[config.mk]
export PLATFORM = sky130hd
export DESIGN_NAME = frac_tick_div
export DESIGN_NICKNAME = d
export VERILOG_FILES = /design/src/rtl/tickdiv_pkg.sv /design/src/rtl/tickdiv_cfg_hold.sv /design/src/rtl/tickdiv_phase.sv /design/src/rtl/tickdiv_period_cnt.sv /design/src/rtl/frac_tick_div.sv
export SDC_FILE = /design/constraint.sdc
export NUM_CORES = 1
export LEC_CHECK = 0
export BUFFER_PORTS_ARGS = -buffer_cell sky130_fd_sc_hd__buf_2
export CAP_MARGIN = 20
export CORE_MARGIN = 8
export CORE_UTILIZATION = 54
export CTS_CLUSTER_DIAMETER = 80
export DETAILED_ROUTE_END_ITERATION = 8
export PLACE_DENSITY = 0.76
export SETUP_SLACK_MARGIN = 0.1
export SLEW_MARGIN = 20
export SYNTH_ARGS = -nofsm -noshare
export SYNTH_HDL_FRONTEND = slang
export SYNTH_SLANG_ARGS = --single-unit
[constraint.sdc]
create_clock -name clk -period 5.71 [get_ports clk]
set_clock_uncertainty 0.2 [all_clocks]
set_input_delay 0.8565 -clock clk [delete_from_list [all_inputs] [get_ports clk]]
set_output_delay 0.8565 -clock clk [all_outputs]
set_load 0.01 [all_outputs]
[src/rtl/tickdiv_pkg.sv]
package tickdiv_pkg;

    localparam int CTRL_W   = 22;
    localparam int NDIV_W   = 9;
    localparam int FRAC_W   = 10;
    localparam int ACC_W    = 11;
    localparam int CNT_W    = NDIV_W + 1;

    localparam int FRAC_LSB = 0;
    localparam int NDIV_LSB = FRAC_LSB + FRAC_W;
    localparam int DSEL_BIT = NDIV_LSB + NDIV_W;
    localparam int EN_BIT   = DSEL_BIT + 1;
    localparam int REQ_BIT  = EN_BIT + 1;

    localparam logic [ACC_W-1:0] WIN_DEC = ACC_W'(1000);
    localparam logic [ACC_W-1:0] WIN_BIN = ACC_W'(1024);
    localparam logic [NDIV_W-1:0] NDIV_MIN = NDIV_W'(2);

    typedef struct packed {
        logic              req;
        logic              en;
        logic              dsel;
        logic [NDIV_W-1:0] ndiv;
        logic [FRAC_W-1:0] frac;
    } tick_cfg_t;

    function automatic tick_cfg_t decode_word(input logic [CTRL_W-1:0] w);
        tick_cfg_t c;
        c.req  = w[REQ_BIT];
        c.en   = w[EN_BIT];
        c.dsel = w[DSEL_BIT];
        c.ndiv = w[NDIV_LSB +: NDIV_W];
        c.frac = w[FRAC_LSB +: FRAC_W];
        return c;
    endfunction

    function automatic logic [ACC_W-1:0] window_len(input logic dsel);
        return dsel ? WIN_BIN : WIN_DEC;
    endfunction

    function automatic logic [FRAC_W-1:0] eff_frac(input tick_cfg_t c);
        logic [ACC_W-1:0] den;
        logic [ACC_W-1:0] lim;
        den = window_len(c.dsel);
        lim = den - ACC_W'(1);
        if (ACC_W'(c.frac) >= den)
            return lim[FRAC_W-1:0];
        return c.frac;
    endfunction

    function automatic logic runnable(input tick_cfg_t c);
        return c.en && (c.ndiv >= NDIV_MIN);
    endfunction

endpackage

[src/rtl/tickdiv_cfg_hold.sv]
module tickdiv_cfg_hold
    import tickdiv_pkg::*;
#(
    parameter logic [CTRL_W-1:0] RESET_WORD = CTRL_W'(335528)
) (
    input  logic              clk,
    input  logic              rst,
    input  logic [CTRL_W-1:0] word_in,
    input  logic              load,
    output tick_cfg_t         act,
    output logic              req_q
);
    localparam tick_cfg_t CFG_RST = decode_word(RESET_WORD);

    tick_cfg_t cfg_in;
    assign cfg_in = decode_word(word_in);

    always_ff @(posedge clk) begin
        if (rst) begin
            act <= CFG_RST;
        end else if (load) begin
            act <= cfg_in;
        end
    end

    always_ff @(posedge clk) begin
        if (rst) begin
            req_q <= CFG_RST.req;
        end else begin
            req_q <= cfg_in.req;
        end
    end
endmodule

[src/rtl/tickdiv_phase.sv]
module tickdiv_phase
    import tickdiv_pkg::*;
(
    input  logic              clk,
    input  logic              rst,
    input  logic              clear,
    input  logic              step,
    input  logic [FRAC_W-1:0] frac,
    input  logic [ACC_W-1:0]  den,
    output logic              stretch
);
    logic [ACC_W-1:0] acc_q;
    logic [ACC_W:0]   sum;
    logic [ACC_W:0]   den_ext;
    logic             wrap;

    assign sum     = {1'b0, acc_q} + (ACC_W+1)'(frac);
    assign den_ext = {1'b0, den};
    assign wrap    = (sum >= den_ext);

    always_ff @(posedge clk) begin
        if (rst || clear) begin
            acc_q   <= '0;
            stretch <= 1'b0;
        end else if (step) begin
            if (wrap) begin
                acc_q <= ACC_W'(sum - den_ext);
            end else begin
                acc_q <= sum[ACC_W-1:0];
            end
            stretch <= wrap;
        end
    end
endmodule

[src/rtl/tickdiv_period_cnt.sv]
module tickdiv_period_cnt
    import tickdiv_pkg::*;
(
    input  logic              clk,
    input  logic              rst,
    input  logic              run,
    input  logic              kill,
    input  logic [NDIV_W-1:0] ndiv,
    input  logic              stretch,
    output logic              last
);
    logic [CNT_W-1:0] cnt_q;
    logic [CNT_W-1:0] len;

    assign len  = CNT_W'(ndiv) + CNT_W'(stretch);
    assign last = run && (cnt_q == len - CNT_W'(1));

    always_ff @(posedge clk) begin
        if (rst || !run || kill || last) begin
            cnt_q <= '0;
        end else begin
            cnt_q <= cnt_q + CNT_W'(1);
        end
    end
endmodule

[src/rtl/frac_tick_div.sv]
module frac_tick_div
    import tickdiv_pkg::*;
#(
    parameter logic [CTRL_W-1:0] RESET_WORD = CTRL_W'(335528)
) (
    input  logic              clk,
    input  logic              rst,
    input  logic [CTRL_W-1:0] ctrl_word,
    output logic              tick,
    output logic              tk_reset_req
);
    tick_cfg_t act;
    logic      act_run;
    logic      in_en;
    logic      load;
    logic      last;
    logic      stretch;
    logic      restart;

    assign in_en   = ctrl_word[EN_BIT];
    assign act_run = runnable(act);
    assign restart = !act_run || !in_en;
    assign load    = restart || last;

    tickdiv_cfg_hold #(.RESET_WORD(RESET_WORD)) u_cfg (
        .clk     (clk),
        .rst     (rst),
        .word_in (ctrl_word),
        .load    (load),
        .act     (act),
        .req_q   (tk_reset_req)
    );

    tickdiv_phase u_phase (
        .clk     (clk),
        .rst     (rst),
        .clear   (restart),
        .step    (last),
        .frac    (eff_frac(act)),
        .den     (window_len(act.dsel)),
        .stretch (stretch)
    );

    tickdiv_period_cnt u_cnt (
        .clk     (clk),
        .rst     (rst),
        .run     (act_run),
        .kill    (!in_en),
        .ndiv    (act.ndiv),
        .stretch (stretch),
        .last    (last)
    );

    assign tick = last;
endmodule

Word level (Yosys, flattened, before mapping)
Cells that the tools add are included.
{"block": "op_classes", "muxes": 5, "n_reduce_logical": 10, "n_addsub": 6, "n_eq_ne": 1, "n_lt_le_gt_ge": 3}
{"cell": "$mux 11", "count": 2}
{"cell": "$mux 10", "count": 2}
{"cell": "$sub 10x1->10 const B", "count": 2}
{"cell": "$add 11x10->12", "count": 1}
{"cell": "$ge 12x11->1", "count": 1}
{"cell": "$ge 10x11->1", "count": 1}
{"cell": "$sub 11x11->11", "count": 1}
{"cell": "$add 10x1->10 const B", "count": 1}
{"cell": "$add 9x1->10", "count": 1}
{"cell": "$eq 10x10->1", "count": 1}
{"cell": "$ge 9x2->1 const B", "count": 1}
{"cell": "$logic_or 1x1->1", "count": 6}
{"cell": "$logic_and 1x1->1", "count": 2}
{"cell": "$logic_not 1->1", "count": 2}
{"cell": "$mux 1", "count": 1}
{"block": "totals", "in_bits": 24, "wordCells": 33, "ff_bits": 44}

Longest topological paths before layout
Gate-level depths: netlist (run 1).
{"block": "depth", "word_depth": 7, "depth_mapped": 28}

Hierarchy
Synthesis (run 1) repeated with hierarchy kept, for this count alone.
{"block": "hier_totals", "cells_unflattened": 412, "hier_area_um2": 3507.1}
{"module": "tickdiv_phase", "area_per_inst_um2": 1615.3, "cells_each": 206, "instances": 1}
{"module": "tickdiv_cfg_hold", "area_per_inst_um2": 839.6, "cells_each": 73, "instances": 1}
{"module": "tickdiv_period_cnt", "area_per_inst_um2": 752.0, "cells_each": 91, "instances": 1}
{"module": "frac_tick_div", "area_per_inst_um2": 300.3, "cells_each": 42, "instances": 1}

Worst setup path before layout (run 1)
OpenSTA, ideal clock, no wires.
{"block": "synth_timing", "path_kind": "register -> register", "startpoint": "register, netlist name u_cfg.act[19]", "endpoint": "register u_phase.acc_q[3]", "setup_ns": 0.070, "arrival_time_ns": 5.145, "path_slack_ns": 0.295, "required_ns": 5.440, "synth_period_minus_slack_ns": 5.415, "n_path_buf": 2, "stages_incl_launch_ff": 26, "path_cell_list": "dfxtp_1 -> inv_1 -> ha_1 -> and4b_1 -> a41oi_1 -> nor2_1 -> a21oi_1 -> clkbuf_1 -> nand2b_1 -> ha_1 -> inv_1 -> fa_1 -> nand2b_1 -> a21oi_1 -> a41oi_1 -> nand2b_1 -> a21oi_1 -> xnor2_1 -> ha_1 -> a21o_1 -> a21o_1 -> a221oi_1 -> and3_1 -> buf_1 -> mux2_2 -> o2bb2ai_1"}
{"block": "synth_via", "elab_chain_cells": 7, "elab_cells_between_ends": 10, "classes_between": "add/sub (3); order compare (2); mux (5)"}
{"element": "$mux 11 (*)", "line_no": "tickdiv_pkg.sv:38", "text": "return dsel ? WIN_BIN : WIN_DEC;"}
{"element": "$sub 10x1->10 or $ge 10x11->1 (tied branches)", "line_no": "tickdiv_pkg.sv:45, tickdiv_pkg.sv:46"}
{"element": "$mux 10 or $mux 1 (tied branches)", "line_no": "tickdiv_pkg.sv:46", "text": "if (ACC_W'(c.frac) >= den)"}
{"element": "$mux 10", "line_no": "tickdiv_pkg.sv:48", "text": "return c.frac;"}
{"element": "$add 11x10->12", "line_no": "tickdiv_phase.sv:17", "text": "assign sum = {1'b0, acc_q} + (ACC_W+1)'(frac);"}
{"element": "$sub 11x11->11 or $ge 12x11->1 (tied branches)", "line_no": "tickdiv_phase.sv:27, tickdiv_phase.sv:19"}
{"element": "$mux 11 (*)", "line_no": "tickdiv_phase.sv:26", "text": "if (wrap) begin"}
{"element": "to (signal assigned)", "line_no": "tickdiv_phase.sv:27", "text": "acc_q <= ACC_W'(sum - den_ext);"}
{"element": "to (signal assigned)", "line_no": "tickdiv_phase.sv:29", "text": "acc_q <= sum[ACC_W-1:0];"}
{"element": "to (decl)", "line_no": "tickdiv_phase.sv:12", "text": "logic [ACC_W-1:0] acc_q;"}
Every way passes the cells marked *; elsewhere a longest branch is shown, timed or not. The select of a mux whose other input is x is not followed.
A chain may end at the register's enable or synchronous reset.

Final worst setup path (run 1)
{"block": "layout_timing", "startpoint": "register, netlist name u_cfg.act[19]", "endpoint": "register u_phase.acc_q[4]"}
{"block": "layout_via", "elab_chain_cells": 7, "elab_cells_between_ends": 10, "classes_between": "add/sub (3); order compare (2); mux (5)"}
{"element": "$mux 11 (*)", "line_no": "tickdiv_pkg.sv:38"}
{"element": "$sub 10x1->10 or $ge 10x11->1 (tied branches)", "line_no": "tickdiv_pkg.sv:45, tickdiv_pkg.sv:46"}
{"element": "$mux 10 or $mux 1 (tied branches)", "line_no": "tickdiv_pkg.sv:46"}
{"element": "$mux 10", "line_no": "tickdiv_pkg.sv:48"}
{"element": "$add 11x10->12", "line_no": "tickdiv_phase.sv:17"}
{"element": "$sub 11x11->11 or $ge 12x11->1 (tied branches)", "line_no": "tickdiv_phase.sv:27, tickdiv_phase.sv:19"}
{"element": "$mux 11 (*)", "line_no": "tickdiv_phase.sv:26"}
Marks and branches as above.

==> summary.md, run 1 <==
| Metric | Value |
|---|---|
| Fin crit period | 5.301 ns |
| Die area | between 0.008 and 0.009 mm^2 |
| Setup TNS Final | 0 ns |
| Initial antenna violation count | 0 |
| Clock Path Buffers | 2 |
| Largest net degree at the start of global routing | 32 |
| Fin nets | 422 |
| Final worst-path cycle share | 0.9284 |
| Area contributors post-synth | dfxtp_1, ha_1, mux2i_1 |
| Hold Fails Final Rpt | 0 |
| DRT Wirelength | between 6000 and 7000 um |
| # diodes | 0 |
| Final ANT Viol Nets | 0 |
| R2R Path End | u_phase.acc_q[4] |
| Slew headroom | 0.3824 |
| Hold Crit Class | flip-flop to flip-flop |
| Yosys reg bits | 44 |
| XOR/XNOR Fraction of Synth Area | 0.09268 |
| Total grt overflow | 0 |
| Cell area after layout | 0.003379 mm^2 |
| Worst slew pin tran | around 0.92 ns |
| Synthesized cell area | a little over 0.003 mm^2 |
| Synth Area in Adders | 0.1266 |
| Post-synth EDFFs | 0 |
| Post-DP HPWL | 4966 um |
| Root buffer cell | clkbuf_8 |
| Mux contribution to synthesized area | 0.08068 |
| Total Routing Usage GR | 0.1604 |
| Avg WL per Cell | approximately 15 um |
| Fin util | 0.6175 |
| CP endpoint kind | flip-flop |
| Dominant synthesized flop cell | dfxtp_1 |
| Simple-Gate Fraction of Synth Area | 0.2056 |
| Pwr per Cell Area | 227.3 mW/mm^2 |
| Critical path startpoint category | flip-flop |
| Crit path from | u_cfg.act[19] |
| Most frequent cells in the layout | dfxtp_1, nor2_1, ha_1 |
| Worst R2R Setup Slack | 0.41 ns |
| Top cell type's share of synthesized area | 0.2913 |
| DP Worst Slack | 0.2376 ns |
| TritonCTS clock tree | built |
| Htree depth | 2 |
| Reg2reg start | u_cfg.act[19] |
| Crit path DAT | 5.33 ns |
| Sequential-to-total area share from yosys stat | 0.2913 |
| Register Area | 880.8 um^2 |
| Unrepaired setup endpoints after global routing | false |
| Worst-case vdd ir drop | about 0.00021 V |
| Num CTS Buffers | 5 |
| Core area | 0.005473 mm^2 |
| FF-to-FF path depth | 21 |
| Via count | 2496 |
| Status | finished clean |
| Die X | 90.84 um |
| First-pass GRT wire length | 11230 um |
| Number of fill cells | 471 |
| Synthesized area per cell | roughly 9 um^2 |
| DRC viols | 0 |
| Layout cells sized above 1 | 0.1789 |
| Area of the multi-input gates | 0.002046 mm^2 |
| Leakage Power | 1.428 nW |
| FP Rows | 27 |
| Fmax | 188.6 MHz |
| Main combinational cell family by area after synthesis | simple AND/OR/NAND/NOR gates |
| Global placer's final weighted congestion | slightly below 1 |
| Initial DRC Count | 133 |
| Drt via density | 5.660 |
| Synth Instances | 340 |
| Mapped Nets | 394 |
| Crit path to | u_phase.acc_q[4] |
| Vias in the first global route | 2444 |
| Count of final setup violators | 0 |
| Area delta synth->final | 11.75% |
| Commonest non-fill, non-tap cell in the layout | dfxtp_1 |
| Post-synthesis async set-or-reset flop share | 0 |
| Complex-gate fraction of the synthesized area | 0.1572 |
| Chip Height | slightly above 90 um |
| Initial core utilization | 0.5526 |
| Worst setup margin | 0.4089 ns |
| Worst-path clk slew | 0.09 ns |
| CP Max Fanout | 11 |
| 1st-pass router iterations | 4 |
| Placed Area | 0.003197 mm^2 |
| I/O Pins | 26 |
| Final Max Slew Viols | 0 |
| Unique masters post-synth | slightly below 60 |
| Port bufs | 25 |
| Critical Setup Path Class | flip-flop to flip-flop |
| Syn. warnings | 0 |
| Area leader, netlist | dfxtp_1 |
| Max_cap viols | 0 |
| Clock Sinks | 44 |
| Worst skew pair latency | 0.30 ns |
| Req. time, crit path | approximately 5.7 ns |
cell type report:
class,count,share of cell area
well taps,72,0.02666
repair buffers,34,0.05702
multi-input cells,270,0.6053
inverters,13,0.01444
flip-flops and latches,44,0.2606
clock buffers,6,0.02444
clock inverters,2,0.01148
flip-flops by register name, indices dropped and copies added (netlist names):
name and cells:
u_cfg.act 21, u_phase.acc_q 11, u_cnt.cnt_q 10, u_cfg.req_q 1, u_phase.stretch 1
kinds of logic (layout without fill, tap and decap cells):
group | Yosys count | in the layout
mux | 24 | 24
buf+inv | 26 | 55
compound gates | 68 | 68
xor+xnor | 32 | 32
flops | 44 | 44
simple gates | 116 | 116
fa+ha+maj | 30 | 30
repair_timing:
item,4_1_cts,5_1_grt
setup endpoints to repair,0,8
hold buffers,0,0
resized for setup,0,7
setup buffers,0,5
hold endpoints to repair,0,0
worst min path at each step:
stage / cells past startpoint / slack, ns / start / to
after floorplan: 2 / 0.24 / u_phase.stretch / u_phase.stretch
final: 1 / 0.28 / u_phase.acc_q[6] / u_phase.acc_q[6]
after detailed placement: 1 / 0.25 / u_phase.acc_q[6] / u_phase.acc_q[6]
after CTS: 1 / 0.28 / u_phase.acc_q[6] / u_phase.acc_q[6]
after global placement: 1 / 0.25 / u_phase.acc_q[6] / u_phase.acc_q[6]
after global routing: 1 / 0.30 / u_phase.acc_q[8] / u_phase.acc_q[8]
synth_stat cells (all sizes together) (6+ instances only):
cell type  count
a21o          10
a21oi         21
buf            7
clkbuf         6
dfxtp         44
ha            29
inv           13
mux2i         21
nand2         11
nand2b        15
nand3          6
nor2          42
nor3          15
o21ai          9
o2bb2ai        7
xnor2         22
xor2          10
through the flow:
step	total power, mW	instances	hold slack (ns)
floorplan	0.4674	340	0.2386
global placement	0.5040	428	0.2547
detailed placement	0.5082	428	0.2549
CTS	0.7627	436	0.2832
global route	0.8087	441	0.2982
finish	0.7681	441	0.2820
power by group:
part           total, mW  internal, mW  switching [mW]
clock network      0.252         0.143           0.109
registers          0.327         0.317          0.0105
logic              0.189        0.0890          0.0996
worst max-delay path, stage by stage, from the launching register on:
cell and delay (ns):
dfxtp_1 0.42, buf_4 0.22, ha_1 0.26, and4b_1 0.21
a41oi_1 0.19, nor2_1 0.06, a21oi_1 0.12, buf_4 0.19
mux2_2 0.37, ha_1 0.34, nand2_1 0.08, o211a_1 0.22
nor2_1 0.15, xor2_1 0.22, ha_1 0.31, a21o_1 0.24
a21o_1 0.19, a21o_1 0.17, a221oi_1 0.28, and3_4 0.30
mux2_2 0.35, o2bb2ai_1 0.15
per-layer routing:
layer  wire length, um  GRT usage  vias to the layer above
met3               225    0.02494                       18
li1                  -          -                     1271
met5                 0          0                        -
met4               187    0.06958                        0
met1              3163     0.2030                     1149
met2              2923     0.2619                       58
No activity file was read; power rests on OpenSTA's default activity.
==> run 2: changes to the inputs <==
Settings changed: GPL_TIMING_DRIVEN set to 0.
==> run 2 against run 1 <==
  * Hold slack lost 0.011 ns
  * Highest routed layer unchanged
  * Non-clock buffer count grew 14
  * Combinational power grew 2%
  * Largest power group unchanged
  * Fmax grew 0.66%
  * Final area grew 1.8%
  * Utilization grew 1.1 points
  * Critical endpoint is now u_phase.acc_q[5]
==> summary.md, run 2 (same netlist as run 1, synthesis figures left out) <==
| Metric | Value |
|---|---|
| Critical path startpoint category | flip-flop |
| # diodes | 0 (unchanged) |
| Post-DP HPWL | 4836 um (-2.6%) |
| Slowest CP cell | dfxtp_4 |
| Area delta synth->final | 13.78% |
| Initial core utilization | 0.5526 (unchanged) |
| Hold Fails Final Rpt | 0 (unchanged) |
| Clock Path Buffers | 2 (unchanged) |
| Worst path max stage delay | 0.37 ns (-0.05 ns) |
| Final Max Slew Viols | 0 (unchanged) |
| Htree depth | 2 (unchanged) |
| Hold Crit Class | flip-flop to flip-flop |
| Leakage Power | 1.469 nW (+2.8%) |
| Top Registers | u_cfg.act x21, u_phase.acc_q x11, u_cnt.cnt_q x10 |
| Core area | 0.005473 mm^2 (unchanged) |
| Tot Pwr | 711.1 uW (-7.4%) |
| FP Rows | 27 (unchanged) |
| Count of final setup violators | 0 (unchanged) |
| P_int | 493.9 uW (-10%) |
| Sw Ratio | 0.3055 (+0.01986) |
| CP Max Fanout | 10 (-1) |
| Fin nets | 436 (+3.3%) |
| DRT Wirelength | 6463 um (-0.57%) |
| Worst R2R Setup Slack | 0.44 ns (+0.03 ns) |
| Hold Slack | 0.2708 ns (-0.01121 ns) |
| TritonCTS clock tree | built |
| DRC viols | 0 (unchanged) |
| Number of fill cells | 475 (+0.85%) |
| Total Routing Usage GR | 0.1569 (-0.003480) |
| Fmax | 189.9 MHz (+0.66%) |
| Clock Sinks | 44 (unchanged) |
| Most frequent cells in the layout | dfxtp_1, nor2_1, ha_1 |
| Chip Height | 90.84 um (unchanged) |
| Fin crit period | 5.266 ns (-0.03465 ns) |
| R2R Path End | u_phase.acc_q[5] |
| Req. time, crit path | 5.69 ns (-0.05 ns) |
| Largest reg by FF count | u_cfg.act |
| Clk pwr share | 0.269 (-0.060) |
| Die area | 0.008251 mm^2 (unchanged) |
| Die X | 90.84 um (unchanged) |
| Max_cap viols | 0 (unchanged) |
| Commonest non-fill, non-tap cell in the layout | dfxtp_1 |
| Final worst-path cycle share | 0.9223 (-0.006069) |
| Via count | 2504 (+0.32%) |
| Seq pwr share | 0.460 (+0.034) |
| Drt via density | 5.515 (-2.6%) |
| Layout cells sized above 1 | 0.1885 (+0.009620) |
| Hold path endpoint | u_phase.stretch |
| Total grt overflow | 0 (unchanged) |
| Largest net degree at the start of global routing | 15 (-53%) |
| Port bufs | 25 (unchanged) |
| Hold_sp | u_phase.stretch |
| Status | finished clean |
| Slew headroom | 0.5127 (+0.1303) |
| Initial antenna violation count | 0 (unchanged) |
| Hold_buf cts | 0 (unchanged) |
| 1st-pass router iterations | 4 (unchanged) |
| Worst-path clk slew | 0.08 ns (about the same) |
| Switching power total | 217.3 uW (-0.99%) |
| Crit path DAT | 5.25 ns (-0.08 ns) |
| Root buffer cell | clkbuf_8 |
| Worst path most repeated cell | a21o_1 |
| Worst skew pair latency | 0.31 ns (about the same) |
| CP delay by family, top | compound AO/OA/AOI/OAI gates |
| Critical Setup Path Class | flip-flop to flip-flop |
| Pwr per Cell Area | 206.7 mW/mm^2 (-9.1%) |
| Initial DRC Count | 101 (-24%) |
| Max reg flops | 21 (unchanged) |
| Reg2reg start | u_cfg.act[19] |
| Buf+Inv Stages, Crit Path | 3 (+1) |
| Worst slew pin tran | 0.7248 ns (-0.1937 ns) |
| First-pass GRT wire length | 10970 um (-2.3%) |
| FF-to-FF path depth | 25 (+19%) |
| I/O Pins | 26 (unchanged) |
| Comb power frac | 0.271 (+0.025) |
| Avg WL per Cell | 14.24 um (-3.4%) |
| Final ANT Viol Nets | 0 (unchanged) |
| Hold path depth | 2 (+1) |
| Worst-case vdd ir drop | 0.0001429 V (-33%) |
| Global placer's final weighted congestion | 0.8540 (-11%) |
| Num CTS Buffers | 5 (unchanged) |
| CP endpoint kind | flip-flop |
| Vias in the first global route | 2445 (+0.041%) |
| Unrepaired setup endpoints after global routing | false |
run 2: power groups by stage:
stage / Sequential, mW / Combinational, mW / Clock (mW)
6_report: 0.327 / 0.193 / 0.191
5_1_grt: 0.329 / 0.213 / 0.207
4_1_cts: 0.328 / 0.173 / 0.196
3_5_place_dp: 0.336 / 0.171 / 0
3_3_place_gp: 0.335 / 0.166 / 0
2_1_floorplan: 0.332 / 0.136 / 0
run 2: metal layers:
layer	wire (um)	GRT usage
met1	3218	0.2005
met5	0	0
met2	2947	0.2558
met4	140	0.06276
met3	157	0.02494
run 2: cell type report:
class	count	area (um^2)	area share
clock buffers	5	68.82	0.02000
repair buffers	35	200.2	0.05818
well taps	72	90.09	0.02618
plain buffers	13	101.3	0.02945
inverters	13	52.55	0.01527
flip-flops and latches	44	884.6	0.2571
clock inverters	2	12.51	0.003636
multi-input cells	270	2031	0.5902
run 2: how the worst max path moves through the flow:
stage / from / end / slack (ns) / cells past startpoint
2_1_floorplan: u_cfg.act[19] / u_phase.acc_q[3] / 0.30 / 25
3_3_place_gp: u_cfg.act[19] / u_phase.acc_q[4] / -0.55 / 25
3_5_place_dp: u_cfg.act[19] / u_phase.acc_q[3] / -0.68 / 25
4_1_cts: u_cfg.act[19] / u_phase.acc_q[3] / 0.10 / 25
5_1_grt: u_cfg.act[19] / u_phase.acc_q[4] / 0.02 / 28
6_report: u_cfg.act[19] / u_phase.acc_q[5] / 0.44 / 25
run 2: worst min-delay path, delay by kind of cell, from the launching register on:
kind                   cells  cell delay (ns)
buffers and inverters      1             0.06
DFF                        1             0.31
AOI/OAI and AO/OA          1             0.06
run 2: per-stage QoR:
step	setup slack, ns	cell area, um^2	utilization	setup TNS [ns]	instances
floorplan	0.2953	3024	-	0	340
global placement	-0.5529	3239	0.5919	-3.846	437
detailed placement	-0.6776	3239	0.5919	-5.094	437
CTS	0.1007	3331	0.6086	0	444
global route	0.02337	3441	0.6287	0	454
finish	0.4435	3441	0.6287	0	454
run 2: timing repair:
item	CTS	global route
pin swaps	0	4
gates resized for setup	5	10
setup endpoints to repair	9	9
endpoints found under the hold margin	0	0
cloned	0	0
buffers inserted	0	10
==> run 3: changes to the inputs <==
Settings changed: CORE_UTILIZATION 54 to 60, PLACE_DENSITY 0.76 to 0.8.
Clock period 5.71 ns to 5.3 ns, I/O delays scaled along.
==> run 3 against run 2 <==
  * Clock power increased by 45%
  * Largest power group unchanged
  * Count of clock-buffer cells in the layout increased by 1
  * Sequential power increased by 8.0%
  * Critical path depth decreased by 1
  * Largest cell class unchanged
  * Non-clock buffer count increased by 6
  * Sequential cell count unchanged
==> summary.md, run 3 (same netlist as run 1, synthesis figures left out) <==
| Metric | Value |
|---|---|
| Status | finished clean |
| FF-to-FF path depth | 24 (-4.0%) |
| Number of fill cells | 350 (-26%) |
| Critical Setup Path Class | flip-flop to flip-flop |
| Hold_sp | u_phase.stretch |
| Layout cells sized above 1 | 0.2288 (+0.04031) |
| Placed insts | 435 (-0.46%) |
| DP Worst Slack | -0.4848 ns (+0.1928 ns) |
| Area delta synth->final | 18.37% |
| Largest net degree at the start of global routing | 15 (unchanged) |
| Pwr per Cell Area | 239.6 mW/mm^2 (+16%) |
| I/O Pins | 26 (unchanged) |
| Crit path DAT | 5.11 ns (-0.14 ns) |
| Total Routing Usage GR | 0.1839 (+0.02704) |
| Avg WL per Cell | 15.66 um (+10%) |
| R2R Path End | u_phase.acc_q[4] |
| Reg2reg start | u_cfg.act[5] |
| Final Max Slew Viols | 0 (unchanged) |
| Max_cap viols | 0 (unchanged) |
| Commonest non-fill, non-tap cell in the layout | dfxtp_1 |
| Vias in the first global route | 2532 (+3.6%) |
| Worst-case vdd ir drop | 0.0002579 V (+80%) |
| Num CTS Buffers | 5 (unchanged) |
| FP Rows | 26 (-3.7%) |
| Hold Slack | 0.2813 ns (+0.01051 ns) |
| Req. time, crit path | 5.34 ns (-0.35 ns) |
| Setup TNS Final | 0 ns (unchanged) |
| Final worst-path cycle share | 0.9569 (+0.03456) |
| Fin nets | 442 (+1.4%) |
| Worst-path clk slew | 0.10 ns (+0.02 ns) |
| Root buffer cell | clkbuf_8 |
| Hold path depth | 2 (unchanged) |
| Worst R2R Setup Slack | 0.23 ns (-0.22 ns) |
| Top Registers | u_cfg.act x21, u_phase.acc_q x11, u_cnt.cnt_q x10 |
| Slew headroom | 0.4578 (-0.05487) |
| First-pass GRT wire length | 11340 um (+3.3%) |
| # diodes | 0 (unchanged) |
| Chip Height | 87.00 um (-4.2%) |
| Hold Fails Final Rpt | 0 (unchanged) |
| Die area | 0.007568 mm^2 (-8.3%) |
| Hold_buf cts | 0 (unchanged) |
| Total grt overflow | 0 (unchanged) |
| DRT Wirelength | 7187 um (+11%) |
| CP endpoint kind | flip-flop |
| Most frequent cells in the layout | dfxtp_1, nor2_1, buf_2 |
| Fmax | 197.2 MHz (+3.8%) |
| Die X | 87.00 um (-4.2%) |
| DRC viols | 0 (unchanged) |
| Drt via density | 5.719 (+3.7%) |
| Unrepaired setup endpoints after global routing | false |
| Post-DP HPWL | 4868 um (+0.66%) |
| Clock Path Buffers | 2 (unchanged) |
| Leakage Power | 1.523 nW (+3.7%) |
| Port bufs | 25 (unchanged) |
| Max reg flops | 21 (unchanged) |
| Via count | 2625 (+4.8%) |
| Fin util | 0.7192 (+0.09049) |
| Global placer's final weighted congestion | 0.8570 (+0.35%) |
| Fin crit period | 5.072 ns (-0.1950 ns) |
| Final ANT Viol Nets | 0 (unchanged) |
| TritonCTS clock tree | built |
| Worst slew pin tran | 0.8064 ns (+0.08161 ns) |
| Initial antenna violation count | 0 (unchanged) |
| Count of final setup violators | 0 (unchanged) |
| 1st-pass router iterations | 5 (+1) |
| Hold path endpoint | u_phase.stretch |
| Worst skew pair latency | 0.31 ns (about the same) |
| Worst setup margin | 0.2285 ns (-0.2150 ns) |
| CP Max Fanout | 8 (-2) |
| Placed Area | 0.003239 mm^2 (unchanged) |
| Tot Pwr | 857.6 uW (+21%) |
| Largest reg by FF count | u_cfg.act |
| Critical path startpoint category | flip-flop |
| Htree depth | 2 (unchanged) |
| Cell area after layout | 0.003580 mm^2 (+4.0%) |
| Fin cells | 459 (+1.1%) |
| Core area | 0.004977 mm^2 (-9.1%) |
| Clock Sinks | 44 (unchanged) |
| Hold Crit Class | flip-flop to flip-flop |
| Initial core utilization | 0.6076 (+0.05501) |
| Initial DRC Count | 134 (+33%) |
## run 3: cell type report
type | count | area (um^2) | share of cell area
plain buffers | 13 | 105.1 | 0.02936
clock buffers | 6 | 82.58 | 0.02307
clock inverters | 2 | 38.79 | 0.01084
inverters | 13 | 51.30 | 0.01433
multi-input cells | 270 | 2085 | 0.5823
flip-flops and latches | 44 | 884.6 | 0.2471
well taps | 70 | 87.58 | 0.02447
repair buffers | 41 | 245.2 | 0.06851
## run 3: repair_timing
item | 4_1_cts | 5_1_grt
pin swaps | 1 | 11
gates resized for setup | 9 | 17
buffers inserted | 4 | 12
endpoints found under the setup margin | 9 | 9
## run 3: where the power goes
part / internal, mW / switching, mW / leakage, nW / total, mW
clock: 0.154 / 0.123 / 0.0614 / 0.277
combinational: 0.113 / 0.114 / 1.10 / 0.227
sequential: 0.341 / 0.0122 / 0.361 / 0.353
## run 3: worst max-delay path by stage
stage                       start  slack, ns  depth (start not counted)               end
floorplan           u_cfg.act[19]       0.22                         25  u_phase.acc_q[3]
global placement    u_cfg.act[19]      -0.44                         25  u_phase.acc_q[4]
detailed placement  u_cfg.act[19]      -0.48                         25  u_phase.acc_q[4]
CTS                 u_cfg.act[19]       0.12                         26  u_phase.acc_q[4]
global route        u_cfg.act[19]      0.004                         23  u_phase.acc_q[4]
finish               u_cfg.act[5]       0.23                         24  u_phase.acc_q[4]
## run 3: worst max-delay path, cell delays in order, from the launching register on
cell and delay, ns:
dfxtp_1 0.35, ha_1 0.33, a21o_1 0.17, a21oi_1 0.14, nor2b_1 0.06, o21ai_1 0.13, nand2b_1 0.08, a21oi_2 0.19
buf_6 0.15, mux2i_1 0.20, ha_1 0.30, nor2_1 0.23, a21oi_4 0.07, a21o_1 0.20, a21oi_1 0.20, xnor2_1 0.13
ha_1 0.20, a21o_1 0.23, a21o_1 0.19, a21o_1 0.17, a221oi_1 0.26, and3_1 0.20, buf_6 0.15, mux2_2 0.34
o2bb2ai_1 0.15
## run 3: routing by layer
layer / GRT usage / routed length [um] / up-vias
met5: 0 / 0 / -
met4: 0.04382 / 82 / 0
met3: 0.03396 / 249 / 9
met2: 0.3192 / 3559 / 72
met1: 0.2269 / 3295 / 1236
li1: - / - / 1308
